File: src/rtl/lmt_pkg.sv
package lmt_pkg;

    localparam int WORD_W   = 32;
    localparam int FLAG_BIT = 31;

    // Word offsets decoded by the register interface
    typedef enum logic [1:0] {
        OFS_LIMIT      = 2'd0,
        OFS_COUNT      = 2'd1,
        OFS_LIMIT_KEEP = 2'd2,
        OFS_UNMAPPED   = 2'd3
    } ofs_e;

    // Per-cycle register operations derived from the strobes
    typedef struct packed {
        logic wr_limit;   // offset 0 write: new limit, restart count
        logic wr_keep;    // offset 2 write: new limit, count runs on
        logic rd_ack;     // offset 0 read: acknowledge
        logic rd_count;   // offset 1 read
        logic rd_zero;    // unmapped read
    } reg_ops_t;

    function automatic ofs_e classify(input logic [7:0] word_addr);
        case (word_addr)
            8'd0:    classify = OFS_LIMIT;
            8'd1:    classify = OFS_COUNT;
            8'd2:    classify = OFS_LIMIT_KEEP;
            default: classify = OFS_UNMAPPED;
        endcase
    endfunction

endpackage

File: src/rtl/lmt_regif.sv
module lmt_regif
    import lmt_pkg::*;
#(
    parameter int ADDR_W = 3
) (
    input  logic              clk,
    input  logic              rst,
    input  logic [ADDR_W-1:0] addr,
    input  logic              wr_en,
    input  logic              rd_en,
    input  logic [WORD_W-1:0] lim_word,
    input  logic [WORD_W-1:0] cnt_word,
    output reg_ops_t          ops,
    output logic [WORD_W-1:0] rdata
);

    logic [7:0] addr_ext;
    ofs_e       ofs;

    always_comb begin
        addr_ext = 8'(addr);
        ofs      = classify(addr_ext);
        if (ADDR_W > 8 && (addr >> 8) != '0) begin
            ofs = OFS_UNMAPPED;
        end
    end

    always_comb begin
        ops          = '0;
        ops.wr_limit = wr_en && (ofs == OFS_LIMIT);
        ops.wr_keep  = wr_en && (ofs == OFS_LIMIT_KEEP);
        ops.rd_ack   = rd_en && (ofs == OFS_LIMIT);
        ops.rd_count = rd_en && (ofs == OFS_COUNT);
        ops.rd_zero  = rd_en && (ofs == OFS_UNMAPPED || ofs == OFS_LIMIT_KEEP);
    end

    always_ff @(posedge clk) begin
        if (rst) begin
            rdata <= '0;
        end else if (rd_en) begin
            unique case (1'b1)
                ops.rd_ack:   rdata <= lim_word;
                ops.rd_count: rdata <= cnt_word;
                default:      rdata <= '0;
            endcase
        end
    end

endmodule

File: src/rtl/lmt_core.sv
module lmt_core #(
    parameter int CNT_W = 22
) (
    input  logic             clk,
    input  logic             rst,
    input  logic             tick_en,
    input  logic             wr_limit,
    input  logic             wr_keep,
    input  logic [CNT_W-1:0] wr_field,
    output logic [CNT_W-1:0] cnt,
    output logic [CNT_W-1:0] lim,
    output logic             match_ev
);

    localparam logic [CNT_W-1:0] TOP = '1;

    logic [CNT_W-1:0] nxt;
    logic [CNT_W-1:0] eff_lim;
    logic             hit;
    logic             free_run;

    always_comb begin
        free_run = (lim == '0);
        eff_lim  = free_run ? TOP : lim;
        nxt      = cnt + 1'b1;
        hit      = tick_en && (nxt == eff_lim);
        match_ev = hit && !free_run && !wr_limit;
    end

    always_ff @(posedge clk) begin
        if (rst) begin
            cnt <= '0;
        end else if (wr_limit) begin
            cnt <= '0;
        end else if (tick_en) begin
            cnt <= hit ? '0 : nxt;
        end
    end

    always_ff @(posedge clk) begin
        if (rst) begin
            lim <= '0;
        end else if (wr_limit || wr_keep) begin
            lim <= wr_field;
        end
    end

endmodule

File: src/rtl/lmt_flags.sv
module lmt_flags (
    input  logic clk,
    input  logic rst,
    input  logic match_ev,
    input  logic ack,
    input  logic wr_limit,
    output logic reached,
    output logic irq
);

    always_ff @(posedge clk) begin
        if (rst) begin
            reached <= 1'b0;
        end else if (match_ev) begin
            reached <= 1'b1;
        end else if (ack) begin
            reached <= 1'b0;
        end
    end

    always_ff @(posedge clk) begin
        if (rst) begin
            irq <= 1'b0;
        end else if (match_ev) begin
            irq <= 1'b1;
        end else if (ack || wr_limit) begin
            irq <= 1'b0;
        end
    end


    irq_has_flag_chk: assert property (@(posedge clk) disable iff (rst)
        irq |-> reached);

endmodule

File: src/rtl/limit_match_timer.sv
module limit_match_timer
    import lmt_pkg::*;
#(
    parameter int ADDR_W  = 3,
    parameter int CNT_W   = 22,
    parameter int CNT_LSB = 9
) (
    input  logic              clk,
    input  logic              rst,
    input  logic              tick_en,
    input  logic [ADDR_W-1:0] addr,
    input  logic              wr_en,
    input  logic              rd_en,
    input  logic [31:0]       wdata,
    output logic [31:0]       rdata,
    output logic              irq
);

    localparam int FIELD_MSB = CNT_LSB + CNT_W - 1;

    reg_ops_t         ops;
    logic [CNT_W-1:0] cnt;
    logic [CNT_W-1:0] lim;
    logic             match_ev;
    logic             reached;
    logic [WORD_W-1:0] lim_word;
    logic [WORD_W-1:0] cnt_word;

    generate
        if (FIELD_MSB >= FLAG_BIT) begin : g_bad_field
            initial $error("count field overlaps the reached flag");
        end
    endgenerate

    always_comb begin
        lim_word = '0;
        lim_word[CNT_LSB +: CNT_W] = lim;
        cnt_word = '0;
        cnt_word[CNT_LSB +: CNT_W] = cnt;
        cnt_word[FLAG_BIT] = reached;
    end

    lmt_regif #(.ADDR_W(ADDR_W)) u_regif (
        .clk      (clk),
        .rst      (rst),
        .addr     (addr),
        .wr_en    (wr_en),
        .rd_en    (rd_en),
        .lim_word (lim_word),
        .cnt_word (cnt_word),
        .ops      (ops),
        .rdata    (rdata)
    );

    lmt_core #(.CNT_W(CNT_W)) u_core (
        .clk      (clk),
        .rst      (rst),
        .tick_en  (tick_en),
        .wr_limit (ops.wr_limit),
        .wr_keep  (ops.wr_keep),
        .wr_field (wdata[CNT_LSB +: CNT_W]),
        .cnt      (cnt),
        .lim      (lim),
        .match_ev (match_ev)
    );

    lmt_flags u_flags (
        .clk      (clk),
        .rst      (rst),
        .match_ev (match_ev),
        .ack      (ops.rd_ack),
        .wr_limit (ops.wr_limit),
        .reached  (reached),
        .irq      (irq)
    );


    free_run_quiet_chk: assert property (@(posedge clk) disable iff (rst)
        $rose(irq) |-> $past(lim) != '0);


    restart_chk: assert property (@(posedge clk) disable iff (rst)
        ops.wr_limit |=> (cnt == '0 && !irq));


    ack_clears_chk: assert property (@(posedge clk) disable iff (rst)
        (ops.rd_ack && !match_ev) |=> (!reached && !irq));


    hold_without_tick_chk: assert property (@(posedge clk) disable iff (rst)
        (!tick_en && !ops.wr_limit) |=> $stable(cnt));


    unmapped_zero_chk: assert property (@(posedge clk) disable iff (rst)
        ops.rd_zero |=> rdata == '0);

endmodule

File: config.mk
export PLATFORM = sky130hd
export DESIGN_NAME = limit_match_timer
export DESIGN_NICKNAME = d
export VERILOG_FILES = /design/src/rtl/lmt_pkg.sv /design/src/rtl/lmt_regif.sv /design/src/rtl/lmt_core.sv /design/src/rtl/lmt_flags.sv /design/src/rtl/limit_match_timer.sv
export SDC_FILE = /design/constraint.sdc
export NUM_CORES = 1
export LEC_CHECK = 0
export ABC_AREA = 1
export ABC_CLOCK_PERIOD_IN_PS = 2300
export CAP_MARGIN = 5
export CORE_MARGIN = 3
export CORE_UTILIZATION = 55
export CTS_BUF_LIST = sky130_fd_sc_hd__clkbuf_8
export CTS_CLUSTER_DIAMETER = 30
export DETAILED_ROUTE_END_ITERATION = 10
export DONT_BUFFER_PORTS = 1
export PLACE_DENSITY = 0.71
export SLEW_MARGIN = 25
export SYNTH_ARGS = -nofsm -noshare
export SYNTH_HDL_FRONTEND = slang
export SYNTH_SLANG_ARGS = --single-unit
File: constraint.sdc
create_clock -name clk -period 2.3 [get_ports clk]
set_input_delay 0.115 -clock clk [delete_from_list [all_inputs] [get_ports clk]]
set_output_delay 0.115 -clock clk [all_outputs]
set_load 0.01 [all_outputs]
After elaboration in Yosys (flattened, before gate mapping)
Index checks and enable logic that the tools add are counted.

Mux-type cells: 8. Reduce and logical (&&, ||, !) cells: 17. Equal/unequal tests: 5. Add/subtract/negate cells: 1.

Operator list (number): $pmux W32 S2 (1); $mux W22 (2); $add A22 B1 Y22 const B (1); $eq A22 B22 Y1 (1); $logic_not A22 Y1 (1); $logic_and A1 B1 Y1 (7); $pmux W2 S3 (1); $mux W1 (4); $reduce_bool A2 Y1 (2); $eq A3 B1 Y1 const B (1); $eq A3 B2 Y1 const B (1); $logic_not A3 Y1 (1); $eq A2 B1 Y1 const B (1); $eq A2 B2 Y1 const B (1); $logic_not A1 Y1 (2); $logic_not A2 Y1 (1); $logic_or A1 B1 Y1 (2); $reduce_or A2 Y1 (1).

Output and inout bits: 33. Bits of input ports: 40. Word-level logic and storage cells: 36. Bits in registers: 78.

Longest topological paths before layout
Word-level depth: 7. Depth in mapped cells: 18. Depth with buffers taken out: 16.

By module
From an unflattened synthesis, not the netlist that was laid out.

Cell total of the unflattened synthesis: 843. Area total of the unflattened synthesis: 5370.2 sq um.

By module, submodules not included: lmt_core (sequential area each 880.8 sq um, cells an instance 542, area an instance 3347.0 sq um, times used 1); lmt_regif (sequential area each 640.6 sq um, cells an instance 291, area an instance 1940.6 sq um, times used 1); lmt_flags (sequential area each 40.0 sq um, cells an instance 9, area an instance 78.8 sq um, times used 1); limit_match_timer (sequential area each 0.0 sq um, cells an instance 1, area an instance 3.8 sq um, times used 1).

Worst setup path before layout
OpenSTA, ideal clock, no wires.

Kind: register to register. Start: register u_core.cnt[0]. End: register u_core.cnt[20]. Library setup time: 132 ps. Data required time: 2168 ps. Buffers on the path: 1. Arrival time: 1959 ps. Slack: 209 ps. Cell stages (with the launch flop): 18. Clock period less this slack: 2091 ps. Path through: dfxtp_1 ha_1 nand2_1 nor2_2 nand2_2 nor2_4 nand2_1 nand2_1 inv_1 nand2_1 nand2_1 nor2_1 nand3_1 nor2_1 nand2_2 buf_6 nand2_1 a21oi_1.

Word-level cells in the longest chain between the ends: 4.

Ends and longest elaborated chain: start, declared (RTL line lmt_core.sv:10) `output logic [CNT_W-1:0] cnt,`; start signal, assigned (RTL line lmt_core.sv:36) `cnt <= hit ? '0 : nxt;`; $add A22 B1 Y22 (*) (RTL line lmt_core.sv:25) `nxt = cnt + 1'b1;`; $eq A22 B22 Y1 (RTL line lmt_core.sv:26) `hit = tick_en && (nxt == eff_lim);`; $logic_and A1 B1 Y1 (RTL line lmt_core.sv:26); $mux W22 (*) (RTL line lmt_core.sv:36).

Every way passes the cells marked *; elsewhere a longest branch is shown, timed or not. A chain may end at the register's enable or synchronous reset.

Worst setup path after layout
Start: register u_core.cnt[1]. End: register u_core.cnt[13].

The elaborated chain is that of the path after synthesis.

==> impl_results.md <==
* Final hold vios at 0
* CP Capture Type: flip-flop
* Complex-gate fraction of the synthesized area at 0.145
* CTS root buffer: clkbuf_8
* Sw Ratio at 0.304
* Grt ovf at 0
* Post-Place Cells at 762
* Comb power frac at 0.156
* I/O Buffers at 0
* Die height at 91.9 um
* Status: finished, final reports clean
* Post-layout util at 0.720
* Final Skew at 0.0122 ns
* Sequential cell area fraction in the yosys report at 0.340
* Share of post-route cells with drive strength above 1 at 0.180
* Die area at 0.00845 mm2
* Worst reg2reg setup slack at 0.05 ns
* Largest family of logic cells by synthesized area: simple AND/OR/NAND/NOR gates
* Fillers at 622
* # DRC at 0
* Die W at 91.9 um
* Critical path startpoint category: flip-flop
* Number of antenna violations at the first check in global routing at 0
* WL per Instance at 14.8 um
* Maximum vdd drop at 0.000486 V
* IO Pins at 73
* WP data arrival at 2.49 ns
* Final setup viols at 0
* Rel. slew slack at 0.627
* Setup slack after layout at 0.0506 ns
* Post-Synth Simple-Gate Area at 0.376
* Top cell type's share of synthesized area at 0.340
* Net Sw Power at 0.816 mW
* First-pass GRT wire length at 18700 um
* Crit path time final at 2.25 ns
* Top cells by count, synth: 233 x nand2_1, 79 x inv_1, 69 x dfxtp_1
* Nets@finish at 749
* Max_cap viols at 0
* Area growth syn-to-layout at 23.8%
* Worst-path fanout max at 5
* Sink Count at 69
* Tcrit/Tclk final at 0.978
* Final instance area at 0.00503 mm2
* CTS buffer count at 9
* Req. time, crit path at 2.54 ns
* Synth cell types at 30
* Post-DP HPWL at 8110 um
* Overall power at 2.69 mW
* Initial DRC Count at 390
* Int Pwr at 1.87 mW
* WHS Path Cells at 2
* Dominant synthesized flop cell: dfxtp_1
* Initial DRT Pass Iterations at 5
* Clock power share at 0.387
* EDFF count, synth at 0
* Syn Area/Cell at 6.15 um2
* Hold WS at 0.0365 ns
* Core ar. at 0.00698 mm2
* WS Path Type: reg2reg
* Number of global-route vias before repair at 3800
* Clk_lat worst skew at 0.36 ns
* Synth Register Bits at 69
* H-tree levels at 3
* Final std cells w/o fill at 809
* PwrDens at 534 mW/mm2
* Mapped Cells at 661
* Max frequency at 0.445 GHz
* XOR/XNOR Fraction of Synth Area at 0.0108
* Antenna-violating nets left at 0
* Site row count at 30
* Actual slew at the worst max-slew pin at 0.558 ns
* CTS tree: yes
* Mean number of vias per cell at 5.47
* Reg2Reg Depth at 17
* Diode count at 0
* Sequential power share at 0.458
* Post-place setup slack at 0.0198 ns
* Total wire length at 12000 um
* Largest net degree at the start of global routing at 45
* Synthesized area at 0.00406 mm2
* Worst Hold Class: in2reg
* Clock slew at reported path FFs at 0.08 ns
* Placer Congestion at 0.875
* Leak at 2.26 nW
* Post-synthesis mux area share at 0
* Final setup TNS at 0 ns
* Cell taking the most area after synthesis: dfxtp_1
* Unrepaired setup endpoints after global routing: yes
* Synth Area in Adders at 0.00308
* Post-synth ARST share at 0
* Via count at 4422
* Post-DP Area at 0.00430 mm2
* GRT Util Overall at 0.281
* Max Slew Vio Count at 0
* Largest cells by area after synthesis: dfxtp_1 34%, nand2_1 22%, inv_1 7.3%
* Most frequent cell after synthesis: nand2_1
* Clock Path Buffers at 2
* Synth warn at 0
* Initial core utilization at 0.582
cell type report:
| cell class | instances | area, um2 | share of cell area |
|---|---|---|---|
| clock buffers | 9 | 124 | 0.0246 |
| clock inverters | 7 | 73.8 | 0.0147 |
| inverters | 85 | 320 | 0.0637 |
| multi-input cells | 480 | 2380 | 0.473 |
| flip-flops and latches | 69 | 1410 | 0.281 |
| well taps | 96 | 120 | 0.0239 |
| repair buffers | 63 | 602 | 0.120 |
cell families (layout without fill, tap and decap cells):
kind of cell	after synthesis	in the layout
compound gates	103	103
xor+xnor	5	5
fa+ha+maj	1	1
buf+inv	120	164
flops	69	69
other cells	1	9
simple gates	362	362
critical path, stage by stage (launching register included):
cell	delay, ns
dfxtp_2	0.37
buf_6	0.12
nand2_2	0.06
nor2_4	0.14
buf_6	0.12
buf_4	0.11
nand4_1	0.12
nand2_2	0.12
nor2_1	0.06
nor2_1	0.12
nand2_1	0.06
nor2_1	0.08
nand2_1	0.09
nor2_4	0.15
nand2_4	0.11
clkbuf_16	0.18
nand2_1	0.08
a21oi_2	0.05
power groups by stage:
stage                     registers (mW)  logic (mW)  clock network, mW
after global placement              1.26       0.340                  0
after floorplan                     1.26       0.264                  0
final                               1.23       0.418               1.04
after global routing                1.23       0.467               1.11
after detailed placement            1.26       0.347                  0
after CTS                           1.23       0.379               1.04
flip-flops by register name (all words and copies together) (netlist names):
name	flops
u_core.cnt	22
u_core.lim	22
u_flags.irq	1
u_flags.reached	1
u_regif.rdata	23
cell usage in the layout, fill, tap and decap left out, types with 2 or more instances in the layout:
cell             n
clkbuf_8         9
nand2_4          4
inv_1           79
clkinvlp_4       3
xor2_1           3
dfxtp_4          5
nand3b_1         6
o21ai_2          2
a21oi_2          2
buf_12           2
a21oi_1         50
nand3_2          4
o221ai_1        13
buf_4           33
conb_1           9
inv_2            5
dfxtp_2          9
buf_6            3
inv_6            2
nor2_4          10
nand3_1         29
dfxtp_1         55
nor2_1          49
clkbuf_16        2
dlygate4sd3_1   23
nand2_1        219
nor2_2          11
o211ai_1         9
nand2_2         16
nand4_1         10
o21ai_0         26
worst paths after layout:
check                                  endpoint       startpoint
worst max-delay path             u_core.cnt[13]    u_core.cnt[1]
worst min-delay path              u_core.lim[9]        wdata[18]
worst max register to register   u_core.cnt[13]    u_core.cnt[1]
worst min register to register  u_flags.reached  u_flags.reached
repair_timing:
item / in CTS / in global routing
buffers inserted: 0 / 5
pin swaps: 0 / 22
gates cloned: 0 / 3
endpoints found under the hold margin: 25 / 0
endpoints found under the setup margin: 2 / 24
resized for setup: 1 / 67
hold buffers: 23 / 0
per-layer routing:
metal  vias to the layer above  part of all wire  track usage
met2                       191              0.45        0.416
met3                        19             0.081       0.0566
met4                         0             0.014       0.0829
li1                       2170                 -            -
met1                      2042              0.46        0.411
met5                         -                 0            0
No activity file was read; power rests on OpenSTA's default activity.
